[config.mk]
export PLATFORM = sky130hd
export DESIGN_NAME = bubble_fifo
export DESIGN_NICKNAME = d
export VERILOG_FILES = /design/src/rtl/bubble_fifo.sv
export SDC_FILE = /design/constraint.sdc
export NUM_CORES = 1
export LEC_CHECK = 0
export BUFFER_PORTS_ARGS = -buffer_cell sky130_fd_sc_hd__buf_2
export CAP_MARGIN = 40
export CORE_MARGIN = 4
export CORE_UTILIZATION = 45
export CTS_CLUSTER_SIZE = 8
export DETAILED_ROUTE_END_ITERATION = 12
export PLACE_DENSITY = 0.67
export SLEW_MARGIN = 20
export SYNTH_ARGS = -nofsm -noshare
export SYNTH_HDL_FRONTEND = slang
export SYNTH_SLANG_ARGS = --single-unit
[constraint.sdc]
create_clock -name clk -period 1.05 [get_ports clk]
set_clock_uncertainty 0.2 [all_clocks]
set_input_delay 0.21 -clock clk [delete_from_list [all_inputs] [get_ports clk]]
set_output_delay 0.21 -clock clk [all_outputs]
set_load 0.05 [all_outputs]
[src/rtl/bubble_fifo.sv]
module bubble_fifo #(
  parameter int DEPTH = 16,
  parameter int WIDTH = 4
) (
  input  logic             clk,
  input  logic             rst,
  input  logic             shift_in,
  input  logic [WIDTH-1:0] din,
  output logic             in_ready,
  input  logic             shift_out,
  input  logic             out_disable,
  output logic [WIDTH-1:0] dout,
  output logic             out_ready
);
  localparam int LAST = DEPTH - 1;

  logic [2:0]       si_q, so_q;
  logic [DEPTH-1:0] valid_q, valid_d, move, take;
  logic [WIDTH-1:0] slot_q [DEPTH];
  logic             push, pop;

  always_ff @(posedge clk) begin
    if (rst) begin
      si_q <= '0;
      so_q <= '0;
    end else begin
      si_q <= {si_q[1:0], shift_in};
      so_q <= {so_q[1:0], shift_out};
    end
  end

  assign push = si_q[1] & ~si_q[2] & ~valid_q[0];
  assign pop  = ~so_q[1] & so_q[2] & valid_q[LAST] & ~out_disable;

  always_comb begin
    move[0]    = push;
    take[LAST] = pop;
    for (int i = 1; i < DEPTH; i++) move[i] = valid_q[i-1] & ~valid_q[i];
    for (int i = 0; i < LAST; i++) take[i] = move[i+1];
    for (int i = 0; i < DEPTH; i++) valid_d[i] = valid_q[i] ? ~take[i] : move[i];
  end

  always_ff @(posedge clk) begin
    if (rst) valid_q <= '0;
    else     valid_q <= valid_d;
  end

  always_ff @(posedge clk)
    if (move[0]) slot_q[0] <= din;

  for (genvar g = 1; g < DEPTH; g++) begin : g_slot
    always_ff @(posedge clk)
      if (move[g]) slot_q[g] <= slot_q[g-1];

    assert_ripple_R4: assert property (@(posedge clk) disable iff (rst)
      valid_q[g-1] && !valid_q[g] |=> valid_q[g] && slot_q[g] == $past(slot_q[g-1]));
  end

  assign in_ready  = ~valid_q[0];
  assign out_ready = valid_q[LAST];
  assign dout      = slot_q[LAST];

  assert_reset_flags_R1: assert property (@(posedge clk) disable iff (rst)
    $past(rst) |-> in_ready && !out_ready);

  assert_full_holds_R6: assert property (@(posedge clk) disable iff (rst)
    (&valid_q) && !pop |=> !in_ready);

  assert_pop_clears_R7: assert property (@(posedge clk) disable iff (rst)
    pop |=> !out_ready);

  assert_empty_stays_R8: assert property (@(posedge clk) disable iff (rst)
    !out_ready && !valid_q[LAST-1] |=> !out_ready);

  assert_disable_blocks_R9: assert property (@(posedge clk) disable iff (rst)
    out_disable && out_ready |=> out_ready && $stable(dout));
endmodule

==> summary.md <==
| Metric | Value |
|---|---|
| Outcome | complete, but fails checks |
| Failing checks | negative hold slack, negative setup slack |
| Final nets | 202 |
| Worst r2r src | valid_q[0] |
| Crit end category | output port |
| Maximum root-to-sink buffer count | 2 |
| Num rows | 28 |
| Fin util | 60.32% |
| Detailed-route via count | 1283 |
| Power per Cell Area | 1650 mW/mm^2 |
| Worst EP required | 0.64 ns |
| Cell count after synthesis | 148 |
| Gr ovfl total | 0 |
| Pins Over Slew Limit | 0 |
| ANT nets after route | 0 |
| TritonRoute pass-1 iters | 4 |
| Worst path max stage delay | 0.36 ns |
| Critical path class | flip-flop to output port |
| Hold endpoint | valid_q[15] |
| Via density | 4.700 |
| Setup slack at placement | -0.1180 ns |
| Hold WS | -0.06205 ns |
| CP Data Arrival Time | 0.95 ns |
| First-pass GRT wire length | 6230 um |
| Least-Margin Pin Slew | 0.1953 ns |
| CP max FO | 2 |
| Io pins | 15 |
| Startpoint types | flip-flop |
| Worst-Skew Late Latency | 0.34 ns |
| HP Class | input pin to flip-flop |
| Final WS setup | -0.3126 ns |
| # H-tree levels | 3 |
| Detailed placement HPWL | 2419 um |
| Vias in the first global route | 1302 |
| Top cell type's share of synthesized area | 69.16% |
| WL per Instance | 14.01 um |
| Die width | 86.59 um |
| Area delta synth->final | 29.27% |
| Cell count of the worst reg-to-reg path | 4 |
| Die ar. | 0.007497 sq mm |
| Antenna cells | 0 |
| Netlist cell types | 13 |
| Yosys reg bits | 86 |
| # clock sinks | 86 |
| DR DRC count | 0 |
| Die height | 86.59 um |
| Leakage | 1.215 nW |
| WHS Path Cells | 3 |
| CTS Buf Count | 9 |
| Critical path's slowest cell | dfxtp_4 |
| Maximum number of pins on one net before global-route repair | 16 |
| TritonCTS clock tree | built |
| # hold bufs at CTS | 6 |
| Most frequent cells in the layout | edfxtp_1, buf_6, dfxtp_4, nor2_1 |
| CTS Root Cell | clkbuf_8 |
| Share of layout cells above drive strength 1 | 42.42% |
| Avg Cell Area, Syn | 18.78 sq um |
| Synthesized cell area | 0.002779 sq mm |
| Gpl congestion | 0.6700 |
| Hold Startpoint | out_disable |
| Mapped Nets | 157 |
| Minimum clock period | 1.363 ns |
| # setup viols final | 67 |
| R2R setup slack | -0.28 ns |
| Clk slew on worst S/H paths | 0.08 ns |
| Reg2reg end | slot_q[0][7] |
| Cell Chain, Critical Path | clkinvlp_4 -> buf_8 |
| Tot GR Track Use | 11.69% |
| Effective utilization at floorplan | 46.66% |
| Setup tns final | -4.833 ns |
| Initial antenna violation count | 0 |
| Synth area leaders | edfxtp_1, dfxtp_1, mux2i_1 |
| RSZ-0062 raised after global routing | yes |
| Core Region | 0.005956 sq mm |
| Highest ir drop seen on vdd | 1211 uV |
| Worst slew margin | 86.79% |
| Synthesis warning total | 0 |
| Period utilisation layout | 129.8% |
| DRT iter0 DRCs | 56 |
| Max Cap Viol | 0 |
| Sequential area share after synthesis | 85.01% |
| Max Clock Freq | 0.7339 GHz |
| PortBufs | 14 |
| Final Hold Fails | 6 |
| Post-synth top area cell | edfxtp_1 |
| DRT Wirelength | 3824 um |
| Most common cell after layout, fill and taps aside | edfxtp_1 |
-- metal layers --
layer	share of wire [%]	GRT usage, %	vias up
li1	-	-	618
met1	43	14.08	626
met2	48	18.08	34
met3	7.5	6.274	5
met4	1.3	3.824	0
met5	0	0	-
-- critical path, delay by kind of cell, from the launching register on --
kind | cells | cell delay [ns]
DFF | 1 | 0.36
buffers and inverters | 2 | 0.24
-- through the flow --
stage | total power, W | instances | area [sq um]
2_1_floorplan | 0.003745 | 148 | 2918
3_3_place_gp | 0.003778 | 247 | 3172
3_5_place_dp | 0.003780 | 247 | 3172
4_1_cts | 0.006007 | 272 | 3530
5_1_grt | 0.006198 | 273 | 3592
6_report | 0.005928 | 273 | 3592
-- final cells by class --
type                            instances  area, sq um
Clock buffer                            9        123.9
Clock inverter                          7        72.57
Fill cell                             437         2364
Inverter                                1        7.507
Multi-Input combinational cell         55        489.2
Sequential cell                        86         2422
Tap cell                               75        93.84
Timing Repair Buffer                   40        382.9
-- logic make-up after synthesis --
logic type	share of synthesized area [%]
flops	85.01
simple gates	7.924
buf+inv	1.666
compound gates	0.3602
mux	5.043
-- what timing repair did --
item,4_1_cts,5_1_grt
setup buffers,3,1
gates resized for setup,27,15
hold endpoints to repair,10,6
endpoints found under the setup margin,75,83
pin swaps,3,4
-- worst max path at each step --
stage / from / end / slack, ns / cells after the start
CTS: valid_q[0] / in_ready / -0.34 / 2
global placement: valid_q[0] / slot_q[0][0] / -0.09 / 2
detailed placement: valid_q[0] / slot_q[0][2] / -0.12 / 2
global route: valid_q[0] / in_ready / -0.37 / 2
finish: valid_q[0] / in_ready / -0.31 / 2
floorplan: valid_q[0] / slot_q[0][4] / -0.28 / 2
-- flip-flops by register name (all words and copies together), names as in the netlist --
register  count
slot_q       64
so_q          3
si_q          3
valid_q      16
-- synthesized netlist by cell type (all sizes together) --
library cell,number
and2,1
dfxtp,22
buf,6
nor2b,20
nor3,1
nor4bb,1
mux2i,14
nor3b,1
o21ba,1
nor2,16
inv,1
edfxtp,64
-- report_power, final --
group | switching [W] | internal, W | total (W)
logic | 0.0000361 | 0.0000569 | 0.0000930
clock network | 0.00113 | 0.00111 | 0.00224
registers | 0.00000882 | 0.00359 | 0.00360
total | 0.00118 | 0.00475 | 0.00593
(Power assumes the default switching activity.)
